## src/rtl/gport_pkg.sv

```systemverilog
// Package: shared mode encoding and the bus-takeover decode for the port slice.
// Assumes a 2-bit mode input that is stable while it is used.
package gport_pkg;

    typedef enum logic [1:0] {
        PM_SINGLE = 2'b00,
        PM_EXPAND = 2'b01,
        PM_BOOT   = 2'b10,
        PM_TEST   = 2'b11
    } port_mode_e;

    // True when the operating mode hands the bus port to the external bus.
    function automatic logic bus_owns(input logic [1:0] m);
        return (m == PM_EXPAND) || (m == PM_TEST);
    endfunction

endpackage

```

## src/rtl/gport_sync.sv

```systemverilog
// Module: two-flop synchronizer, one independent chain per pad bit.
// Assumes pad_in is asynchronous to clk; adds two cycles of latency.
module gport_sync #(
    parameter int WIDTH = 8
) (
    input  logic             clk,
    input  logic             rst_n,
    input  logic [WIDTH-1:0] pad_in,
    output logic [WIDTH-1:0] pin_sync
);

    for (genvar i = 0; i < WIDTH; i++) begin : g_bit
        logic stg1, stg2;

        // Capture the pad level in two stages to settle metastability.
        always_ff @(posedge clk) begin
            if (!rst_n) begin
                stg1 <= 1'b0;
                stg2 <= 1'b0;
            end else begin
                stg1 <= pad_in[i];
                stg2 <= stg1;
            end
        end

        assign pin_sync[i] = stg2;
    end

endmodule

```

## src/rtl/gport_regs.sv

```systemverilog
// Module: data latch, direction register and registered read-back mux.
// Assumes the data register at BASE_ADDR and the direction register at BASE_ADDR+1.
module gport_regs #(
    parameter int WIDTH     = 8,
    parameter int ADDR_W    = 4,
    parameter int BASE_ADDR = 0
) (
    input  logic              clk,
    input  logic              rst_n,
    input  logic [ADDR_W-1:0] addr,
    input  logic              wr_en,
    input  logic              rd_en,
    input  logic [WIDTH-1:0]  wdata,
    input  logic [WIDTH-1:0]  pin_sync,
    output logic [WIDTH-1:0]  dat_q,
    output logic [WIDTH-1:0]  dir_q,
    output logic [WIDTH-1:0]  rdata
);

    localparam logic [ADDR_W-1:0] DAT_ADDR = ADDR_W'(BASE_ADDR);
    localparam logic [ADDR_W-1:0] DIR_ADDR = ADDR_W'(BASE_ADDR + 1);

    logic [WIDTH-1:0] rd_mux;

    // Register writes: the latch is updated regardless of pin ownership.
    always_ff @(posedge clk) begin
        if (!rst_n) begin
            dat_q <= '0;
            dir_q <= '0;
        end else if (wr_en) begin
            if (addr == DAT_ADDR) dat_q <= wdata;
            if (addr == DIR_ADDR) dir_q <= wdata;
        end
    end

    // Read selection: outputs show the latch, inputs show the synchronized pad.
    always_comb begin
        if (addr == DAT_ADDR)      rd_mux = (dir_q & dat_q) | (~dir_q & pin_sync);
        else if (addr == DIR_ADDR) rd_mux = dir_q;
        else                       rd_mux = '0;
    end

    // Read data register, loaded only on a read strobe.
    always_ff @(posedge clk) begin
        if (!rst_n)     rdata <= '0;
        else if (rd_en) rdata <= rd_mux;
    end


    reset_clear_chk: assert property (@(posedge clk) disable iff (!rst_n)
        $rose(rst_n) |-> (dat_q == '0) && (dir_q == '0) && (rdata == '0));


    latch_write_chk: assert property (@(posedge clk) disable iff (!rst_n)
        (wr_en && addr == DAT_ADDR) |=> (dat_q == $past(wdata)));


    input_readback_chk: assert property (@(posedge clk) disable iff (!rst_n)
        (rd_en && addr == DAT_ADDR && dir_q == '0) |=> (rdata == $past(pin_sync)));


    rdata_hold_chk: assert property (@(posedge clk) disable iff (!rst_n)
        !rd_en |=> $stable(rdata));

endmodule

```

## src/rtl/gport_drive.sv

```systemverilog
// Module: per-pin pad drive selection covering bus takeover, timer ownership,
// direction and the open-drain option. Priority: bus > timer > direction.
// Assumes pad_out is forced to 0 on every undriven pin.
module gport_drive
    import gport_pkg::*;
#(
    parameter int WIDTH       = 8,
    parameter bit IS_BUS_PORT = 1'b1
) (
    input  logic             clk,
    input  logic             rst_n,
    input  logic [1:0]       mode,
    input  logic             od_en,
    input  logic [WIDTH-1:0] dat_q,
    input  logic [WIDTH-1:0] dir_q,
    input  logic [WIDTH-1:0] tmr_own,
    input  logic [WIDTH-1:0] tmr_val,
    input  logic [WIDTH-1:0] bus_oe,
    input  logic [WIDTH-1:0] bus_out,
    output logic [WIDTH-1:0] pad_oe,
    output logic [WIDTH-1:0] pad_out
);

    logic             bus_take;
    logic             od_eff;
    logic [WIDTH-1:0] src;
    logic [WIDTH-1:0] want;

    if (IS_BUS_PORT) begin : g_bus
        assign bus_take = bus_owns(mode);
    end else begin : g_nobus
        assign bus_take = 1'b0;
    end

    // Open-drain is honoured only while the port is not carrying the bus.
    always_comb od_eff = od_en && !bus_take;

    // Value source and drive request per pin: timer first, then latch/direction.
    always_comb begin
        src  = (tmr_own & tmr_val) | (~tmr_own & dat_q);
        want = tmr_own | dir_q;
    end

    // Final pad drive per pin.
    always_comb begin
        for (int i = 0; i < WIDTH; i++) begin
            if (bus_take) begin
                pad_oe[i]  = bus_oe[i];
                pad_out[i] = bus_out[i] & bus_oe[i];
            end else if (od_eff) begin
                pad_oe[i]  = want[i] & ~src[i];
                pad_out[i] = 1'b0;
            end else begin
                pad_oe[i]  = want[i];
                pad_out[i] = src[i] & want[i];
            end
        end
    end


    input_undriven_chk: assert property (@(posedge clk) disable iff (!rst_n)
        (!bus_take && tmr_own == '0) |-> ((pad_oe & ~dir_q) == '0));


    od_never_high_chk: assert property (@(posedge clk) disable iff (!rst_n)
        od_eff |-> (pad_out == '0));


    timer_pin_stable_chk: assert property (@(posedge clk) disable iff (!rst_n)
        (!bus_take && $stable(tmr_own) && $stable(tmr_val) && $stable(od_en)
         && $stable(mode)) |-> $stable(pad_out & tmr_own));

endmodule

```

## src/rtl/gport_slice.sv

```systemverilog
// Module: top of the bidirectional port slice. Ties the synchronizer,
// the register file and the pad drive logic together.
// Assumes a single clock domain for the register bus; pad_in is asynchronous.
module gport_slice #(
    parameter int WIDTH       = 8,
    parameter int ADDR_W      = 4,
    parameter int BASE_ADDR   = 0,
    parameter bit IS_BUS_PORT = 1'b1
) (
    input  logic              clk,
    input  logic              rst_n,
    input  logic [ADDR_W-1:0] addr,
    input  logic              wr_en,
    input  logic              rd_en,
    input  logic [WIDTH-1:0]  wdata,
    output logic [WIDTH-1:0]  rdata,
    input  logic [1:0]        mode,
    input  logic              od_en,
    input  logic [WIDTH-1:0]  tmr_own,
    input  logic [WIDTH-1:0]  tmr_val,
    input  logic [WIDTH-1:0]  bus_oe,
    input  logic [WIDTH-1:0]  bus_out,
    input  logic [WIDTH-1:0]  pad_in,
    output logic [WIDTH-1:0]  pad_oe,
    output logic [WIDTH-1:0]  pad_out
);

    logic [WIDTH-1:0] pin_sync;
    logic [WIDTH-1:0] dat_q;
    logic [WIDTH-1:0] dir_q;

    gport_sync #(.WIDTH(WIDTH)) u_sync (
        .clk      (clk),
        .rst_n    (rst_n),
        .pad_in   (pad_in),
        .pin_sync (pin_sync)
    );

    gport_regs #(.WIDTH(WIDTH), .ADDR_W(ADDR_W), .BASE_ADDR(BASE_ADDR)) u_regs (
        .clk      (clk),
        .rst_n    (rst_n),
        .addr     (addr),
        .wr_en    (wr_en),
        .rd_en    (rd_en),
        .wdata    (wdata),
        .pin_sync (pin_sync),
        .dat_q    (dat_q),
        .dir_q    (dir_q),
        .rdata    (rdata)
    );

    gport_drive #(.WIDTH(WIDTH), .IS_BUS_PORT(IS_BUS_PORT)) u_drive (
        .clk     (clk),
        .rst_n   (rst_n),
        .mode    (mode),
        .od_en   (od_en),
        .dat_q   (dat_q),
        .dir_q   (dir_q),
        .tmr_own (tmr_own),
        .tmr_val (tmr_val),
        .bus_oe  (bus_oe),
        .bus_out (bus_out),
        .pad_oe  (pad_oe),
        .pad_out (pad_out)
    );

endmodule

```

## config.mk

```make
export PLATFORM = sky130hd
export DESIGN_NAME = gport_slice
export DESIGN_NICKNAME = d
export VERILOG_FILES = /design/src/rtl/gport_pkg.sv /design/src/rtl/gport_sync.sv /design/src/rtl/gport_regs.sv /design/src/rtl/gport_drive.sv /design/src/rtl/gport_slice.sv
export SDC_FILE = /design/constraint.sdc
export NUM_CORES = 1
export LEC_CHECK = 0
export BUFFER_PORTS_ARGS = -buffer_cell sky130_fd_sc_hd__buf_2
export CORE_ASPECT_RATIO = 1.4
export CORE_MARGIN = 2
export CORE_UTILIZATION = 50
export CTS_CLUSTER_DIAMETER = 120
export DETAILED_ROUTE_END_ITERATION = 8
export GPL_ROUTABILITY_DRIVEN = 0
export PLACE_DENSITY = 0.88
export SYNTH_ARGS = -nofsm -noshare
export SYNTH_HDL_FRONTEND = slang
export SYNTH_SLANG_ARGS = --single-unit
```

## constraint.sdc

```tcl
create_clock -name clk -period 1.45 [get_ports clk]
set_input_delay 0.29 -clock clk [delete_from_list [all_inputs] [get_ports clk]]
set_output_delay 0.29 -clock clk [all_outputs]
set_load 0.02 [all_outputs]
```

=== After elaboration in Yosys (flattened, before gate mapping) ===
Index checks and enable logic that the tools add are counted.

* Add/sub/neg operators: 0
* Multiply operators: 0
* Div/mod/pow operators: 0
* Magnitude comparators: 0
* Equality and inequality tests: 3
* Shift operators: 0
* Multiplexer cells: 34
* Bitwise operators: 41
* Reduce and logical (&&, ||, !) cells: 6

{| class="wikitable"
|+ Operators by type and width
! operator !! number
|-
| AND 8 bit || 4
|-
| 2-to-1 mux 1 bit || 32
|-
| AND 1 bit || 24
|-
| OR 8 bit || 3
|-
| 2-to-1 mux 8 bit || 2
|-
| NOT 8 bit || 2
|-
| NOT 1 bit || 8
|-
| equality test 4 x 1 -> 1 bit (second input constant) || 1
|-
| zero test 4 bit || 1
|-
| AND reduction 2 bit || 2
|-
| equality test 2 x 1 -> 1 bit (second input constant) || 1
|-
| equality test 2 bit (second input constant) || 1
|-
| logical AND 1 bit || 1
|-
| zero test 1 bit || 1
|-
| logical OR 1 bit || 1
|}

* Flip-flop bits (word level): 40
* Latch bits: 0
* Bits in writable memories: 0
* Bits in read-only memories: 0
* Bits of input ports: 59
* Output and inout port bits: 24
* Memories: 0

=== Logic depth before layout (Yosys ltp) ===
* Word-level depth: 7
* Mapped depth: 4

=== Cells and area by module ===
A second synthesis with hierarchy kept.

* Cells, all modules: 220
* Area total of the unflattened synthesis: 2,067.0 sq um

{| class="wikitable"
|+ By module, submodules not included
! module !! instances !! cells an instance !! area each (sq um)
|-
| gport_regs || 1 || 109 || 1,019.7
|-
| gport_drive || 1 || 70 || 540.5
|-
| gport_sync || 1 || 41 || 506.7
|}

=== Least setup slack after synthesis ===
Ideal clock, no wire load.

* Path kind: in2out
* Start point: input mode[0]
* End point: output pad_oe[0]
* Arrival time: 0.991 ns
* Data required time: 1.160 ns
* Setup slack: 0.169 ns
* Cell stages on the path: 4
* Cell sequence: buf_2 -> clkbuf_1 -> nand2_1 -> o21ai_1

* Cells in the longest elaborated chain, start to end: 6

{| class="wikitable"
|+ RTL lines
! item !! line !! text
|-
| from (decl) || gport_slice.sv:17 || <nowiki>input logic [1:0] mode,</nowiki>
|-
| equality test 2 x 1 -> 1 bit or equality test 2 bit (tied branches) || gport_pkg.sv:14 || <nowiki>return (m == PM_EXPAND) || (m == PM_TEST);</nowiki>
|-
| logical OR 1 bit * || gport_pkg.sv:14 ||
|-
| zero test 1 bit || gport_drive.sv:36 || <nowiki>always_comb od_eff = od_en && !bus_take;</nowiki>
|-
| logical AND 1 bit || gport_drive.sv:36 ||
|-
| 2-to-1 mux 1 bit || gport_drive.sv:50 || <nowiki>end else if (od_eff) begin</nowiki>
|-
| 2-to-1 mux 1 bit * || gport_drive.sv:47 || <nowiki>if (bus_take) begin</nowiki>
|-
| to (decl) || gport_slice.sv:24 || <nowiki>output logic [WIDTH-1:0] pad_oe,</nowiki>
|}

Mark *: on every way between the ends. The rest lies on a longest branch, timed or not.

=== Worst setup path in the final report ===
* Start point: register u_regs.dir_q[3]
* End point: output pad_oe[3]

* Cells in the longest elaborated chain, start to end: 4

{| class="wikitable"
|+ RTL lines
! item !! line !! text
|-
| from (decl) || gport_regs.sv:16 || <nowiki>output logic [WIDTH-1:0] dir_q,</nowiki>
|-
| from (signal assigned) || gport_regs.sv:32 || <nowiki>if (addr == DIR_ADDR) dir_q <= wdata;</nowiki>
|-
| OR 8 bit * || gport_drive.sv:41 || <nowiki>want = tmr_own | dir_q;</nowiki>
|-
| AND 1 bit || gport_drive.sv:51 || <nowiki>pad_oe[i] = want[i] & ~src[i];</nowiki>
|-
| 2-to-1 mux 1 bit * || gport_drive.sv:50 ||
|-
| 2-to-1 mux 1 bit * || gport_drive.sv:47 ||
|}

Marks and branches as above.

==> flow_results.xml <==
<?xml version="1.0" encoding="UTF-8"?>
<metrics>
  <group name="status">
    <metric name="run_status" unit="">completed</metric>
  </group>
  <group name="synth">
    <metric name="yosys_synthesis_warning_count" unit="">0</metric>
    <metric name="netlist_top_cells_area" unit="">sky130_fd_sc_hd__dfxtp_1 43%, sky130_fd_sc_hd__nand2_1 9.8%, sky130_fd_sc_hd__mux2i_1 8.5%</metric>
    <metric name="yosysUniqueCellTypes" unit="">23</metric>
    <metric name="syn_avg_cell_area" unit="µm²">8.60</metric>
    <metric name="ys_seq_area_share" unit="%">42.5</metric>
    <metric name="syn_nets" unit="">278</metric>
    <metric name="yosys.area.top_type_share" unit="%">42.5</metric>
    <metric name="post-synth-top-area-cell" unit="">sky130_fd_sc_hd__dfxtp_1</metric>
    <metric name="ys_ff_latch" unit="">40</metric>
    <metric name="netlist_area" unit="µm²">1880</metric>
    <metric name="postSynthCellCount" unit="">219</metric>
  </group>
  <group name="global_route">
    <metric name="grt_use_met1" unit="%">21.7</metric>
    <metric name="groute.layer.met2.usage" unit="%">36.9</metric>
    <metric name="met3_usage" unit="%">5.09</metric>
    <metric name="wire_length_of_the_first_global_routing_pass" unit="mm">7.20</metric>
    <metric name="grt.total_usage" unit="%">21.0</metric>
    <metric name="grt_antenna_before_repair" unit="">0</metric>
    <metric name="grt_max_degree" unit="">41</metric>
    <metric name="grt_pass1_vias" unit="">1713</metric>
    <metric name="gr-total-overflow" unit="">0</metric>
    <metric name="global_routing_s_busiest_layer" unit="">met2</metric>
  </group>
  <group name="die">
    <metric name="die_area" unit="µm²">4280</metric>
    <metric name="floorplan_core_area" unit="µm²">3640</metric>
    <metric name="die_height" unit="µm">76.6</metric>
    <metric name="cell_row_count" unit="">26</metric>
    <metric name="start_util" unit="%">51.7</metric>
    <metric name="io_pins" unit="">83</metric>
    <metric name="floorplan.die.width" unit="µm">55.9</metric>
  </group>
  <group name="run">
    <metric name="count_of_maximum_capacitance_violations" unit="">0</metric>
  </group>
  <group name="setup_path">
    <metric name="worst-endpoint-arrival" unit="ns">1.15</metric>
    <metric name="reg2reg_slack" unit="ns">0.37</metric>
    <metric name="worst_setup_path_start_kind" unit="">flip-flop</metric>
    <metric name="timing.setup.critical_path_class" unit="">flip-flop to primary output</metric>
    <metric name="timing.rr.start" unit="">u_regs.dat_q[3]</metric>
    <metric name="crit_required" unit="ns">1.16</metric>
    <metric name="ff2ff_path_depth" unit="">4</metric>
    <metric name="endpoint_kind" unit="">primary output</metric>
    <metric name="critical_path_peak_fanout" unit="">3</metric>
    <metric name="worstReg2RegEnd" unit="">u_regs.rdata[3]</metric>
  </group>
  <group name="clocking">
    <metric name="clock-root-buffer" unit="">sky130_fd_sc_hd__clkbuf_8</metric>
    <metric name="cts_hold_buf" unit="">0</metric>
    <metric name="cts_num_sinks" unit="">40</metric>
    <metric name="tritoncts" unit="">done</metric>
    <metric name="h_tree_depth" unit="">2</metric>
    <metric name="clkTransAtPathRegs" unit="ns">0.07</metric>
    <metric name="insertion_delay" unit="ns">0.29</metric>
    <metric name="number_of_buffers_created_by_cts" unit="">5</metric>
    <metric name="clock_path_buffers" unit="">2</metric>
  </group>
  <group name="final_layout">
    <metric name="final_core_utilization" unit="%">71.5</metric>
    <metric name="area_growth" unit="%">38.4</metric>
    <metric name="stdcell_area" unit="µm²">2610</metric>
    <metric name="final_net_count" unit="">371</metric>
    <metric name="antenna_diode_count" unit="">0</metric>
    <metric name="final_layout_size_suffix_gt1_share" unit="%">42.5</metric>
  </group>
  <group name="worst_hold_path">
    <metric name="whs_endpoint" unit="">u_sync.g_bit[2].stg1</metric>
    <metric name="hp-start" unit="">pad_in[2]</metric>
    <metric name="min_path_cells" unit="">2</metric>
    <metric name="hold_class" unit="">primary input to flip-flop</metric>
  </group>
  <group name="sta">
    <metric name="max_slew.worst_pin.slew" unit="ns">0.549</metric>
    <metric name="timing.final.max_slew_violations" unit="">0</metric>
    <metric name="setup_viol_count_final" unit="">0</metric>
    <metric name="report.final.hold_viol_count" unit="">0</metric>
    <metric name="rsz_0062_raised_after_global_routing" unit="">true</metric>
    <metric name="period_minus_slack" unit="ns">1.44</metric>
    <metric name="max_clock_freq" unit="MHz">693</metric>
    <metric name="clock-skew-final" unit="ns">0.00519</metric>
    <metric name="slew-limit-headroom" unit="%">63.4</metric>
    <metric name="min_period_over_period" unit="%">99.5</metric>
  </group>
  <group name="placed_design">
    <metric name="place.detailed.hpwl" unit="mm">3.22</metric>
    <metric name="port-buffer-count" unit="">81</metric>
    <metric name="dpl_cell_area" unit="µm²">2320</metric>
  </group>
  <group name="route">
    <metric name="drt_first_pass_iters" unit="">4</metric>
    <metric name="avgViaCountPerCell" unit="">5.30</metric>
    <metric name="postRouteWirelength" unit="mm">4.55</metric>
    <metric name="drt-initial-drc-count" unit="">103</metric>
    <metric name="antenna_left" unit="">0</metric>
    <metric name="vias_after_detailed_routing" unit="">1880</metric>
    <metric name="drc" unit="">0</metric>
    <metric name="wire_per_inst" unit="µm">12.8</metric>
  </group>
  <group name="power">
    <metric name="power_density" unit="nW/µm²">856</metric>
    <metric name="power.static_leakage" unit="nW">1.23</metric>
    <metric name="vdd.ir_drop.worst" unit="mV">0.870</metric>
  </group>
</metrics>
-- how the worst max path moves through the flow --
stage	from	end	slack, ns	depth (start not counted)
2_1_floorplan	mode[0]	pad_oe[0]	0.17	4
3_3_place_gp	od_en	pad_out[4]	-0.04	4
3_5_place_dp	od_en	pad_out[4]	-0.002	4
4_1_cts	u_regs.dir_q[3]	pad_oe[3]	-0.02	4
5_1_grt	u_regs.dir_q[1]	pad_oe[1]	-0.06	4
6_report	u_regs.dir_q[3]	pad_oe[3]	0.008	4
-- timing repair --
| item | CTS | global route |
|---|---|---|
| pin swaps | 0 | 2 |
| resized for setup | 36 | 23 |
| setup endpoints to repair | 15 | 16 |
| buffers inserted | 5 | 7 |
-- sequential cells by signal (all words and copies together), names as in the netlist --
name and cells:
u_regs.dat_q 8, u_regs.dir_q 8, u_regs.rdata 8, u_sync.g_bit.stg1 8, u_sync.g_bit.stg2 8
-- metrics by stage --
stage               TNS (ns)  power (mW)  instances  hold slack [ns]  worst slack [ns]
finish                     0        2.23        355            0.206           0.00754
global route          -0.356        2.33        355            0.198           -0.0647
CTS                  -0.0207        2.24        348            0.196           -0.0151
detailed placement  -0.00207        1.49        335            0.418          -0.00207
global placement      -0.152        1.48        335            0.415           -0.0406
floorplan                  0        1.34        219            0.412             0.169
-- synth_stat cells --
cell type	n
sky130_fd_sc_hd__buf_6	3
sky130_fd_sc_hd__a22o_1	8
sky130_fd_sc_hd__a21boi_1	1
sky130_fd_sc_hd__nor2_2	2
sky130_fd_sc_hd__nand3_1	7
sky130_fd_sc_hd__dfxtp_1	40
sky130_fd_sc_hd__a21boi_0	6
sky130_fd_sc_hd__and4b_1	1
sky130_fd_sc_hd__nand2_1	49
sky130_fd_sc_hd__o21ai_1	17
sky130_fd_sc_hd__clkbuf_1	5
sky130_fd_sc_hd__o21ai_0	22
sky130_fd_sc_hd__nand2b_1	8
sky130_fd_sc_hd__a21oi_1	1
sky130_fd_sc_hd__and2_1	16
sky130_fd_sc_hd__buf_2	4
sky130_fd_sc_hd__mux2i_1	16
sky130_fd_sc_hd__a31o_1	1
sky130_fd_sc_hd__a32o_1	8
sky130_fd_sc_hd__nand4b_4	1
sky130_fd_sc_hd__and4bb_1	1
sky130_fd_sc_hd__buf_1	1
sky130_fd_sc_hd__nor2b_1	1
-- metal layers --
| metal | up-vias | share of wire, % |
|---|---|---|
| met5 | - | 0 |
| met4 | 0 | 3.0 |
| met3 | 10 | 6.5 |
| met2 | 67 | 52 |
| met1 | 848 | 39 |
| li1 | 955 | - |
-- final cells by class --
type	count	area, µm²
Clock inverter	2	10.0
Multi-Input combinational cell	166	1030
Tap cell	42	52.6
Clock buffer	6	82.6
Timing Repair Buffer	99	601
Fill cell	307	1040
Sequential cell	40	826
-- cells by family after synthesis --
| logic type | Yosys count | synth area share [%] |
|---|---|---|
| flops | 40 | 42.5 |
| buf+inv | 13 | 4.05 |
| mux | 16 | 8.50 |
| simple gates | 86 | 23.1 |
| compound gates | 64 | 21.9 |
-- layout by cell type, fill, tap and decap left out, drive strengths merged --
cell,Yosys,routed
buf,8,99
nand2,49,49
dfxtp,40,40
o21ai,39,39
mux2i,16,16
and2,16,16
nand2b,8,8
a22o,8,8
a32o,8,8
nand3,7,7
a21boi,7,7
clkbuf,5,6
clkinv,0,2
nor2,2,2
a21oi,1,1
a31o,1,1
and4b,1,1
nor2b,1,1
nand4b,1,1
and4bb,1,1
-- power breakdown --
group / internal [mW] / switching [mW] / total [mW]
combinational: 0.174 / 0.188 / 0.362
sequential: 1.12 / 0.00963 / 1.13
clock: 0.379 / 0.357 / 0.736
total: 1.68 / 0.555 / 2.23
-- critical path: stages (launching register included) --
cell	delay, ns
sky130_fd_sc_hd__dfxtp_2	0.35
sky130_fd_sc_hd__a21boi_2	0.16
sky130_fd_sc_hd__o21ai_1	0.07
sky130_fd_sc_hd__o21ai_1	0.13
sky130_fd_sc_hd__buf_4	0.16
Note: power is estimated with default switching activity, not from simulation.
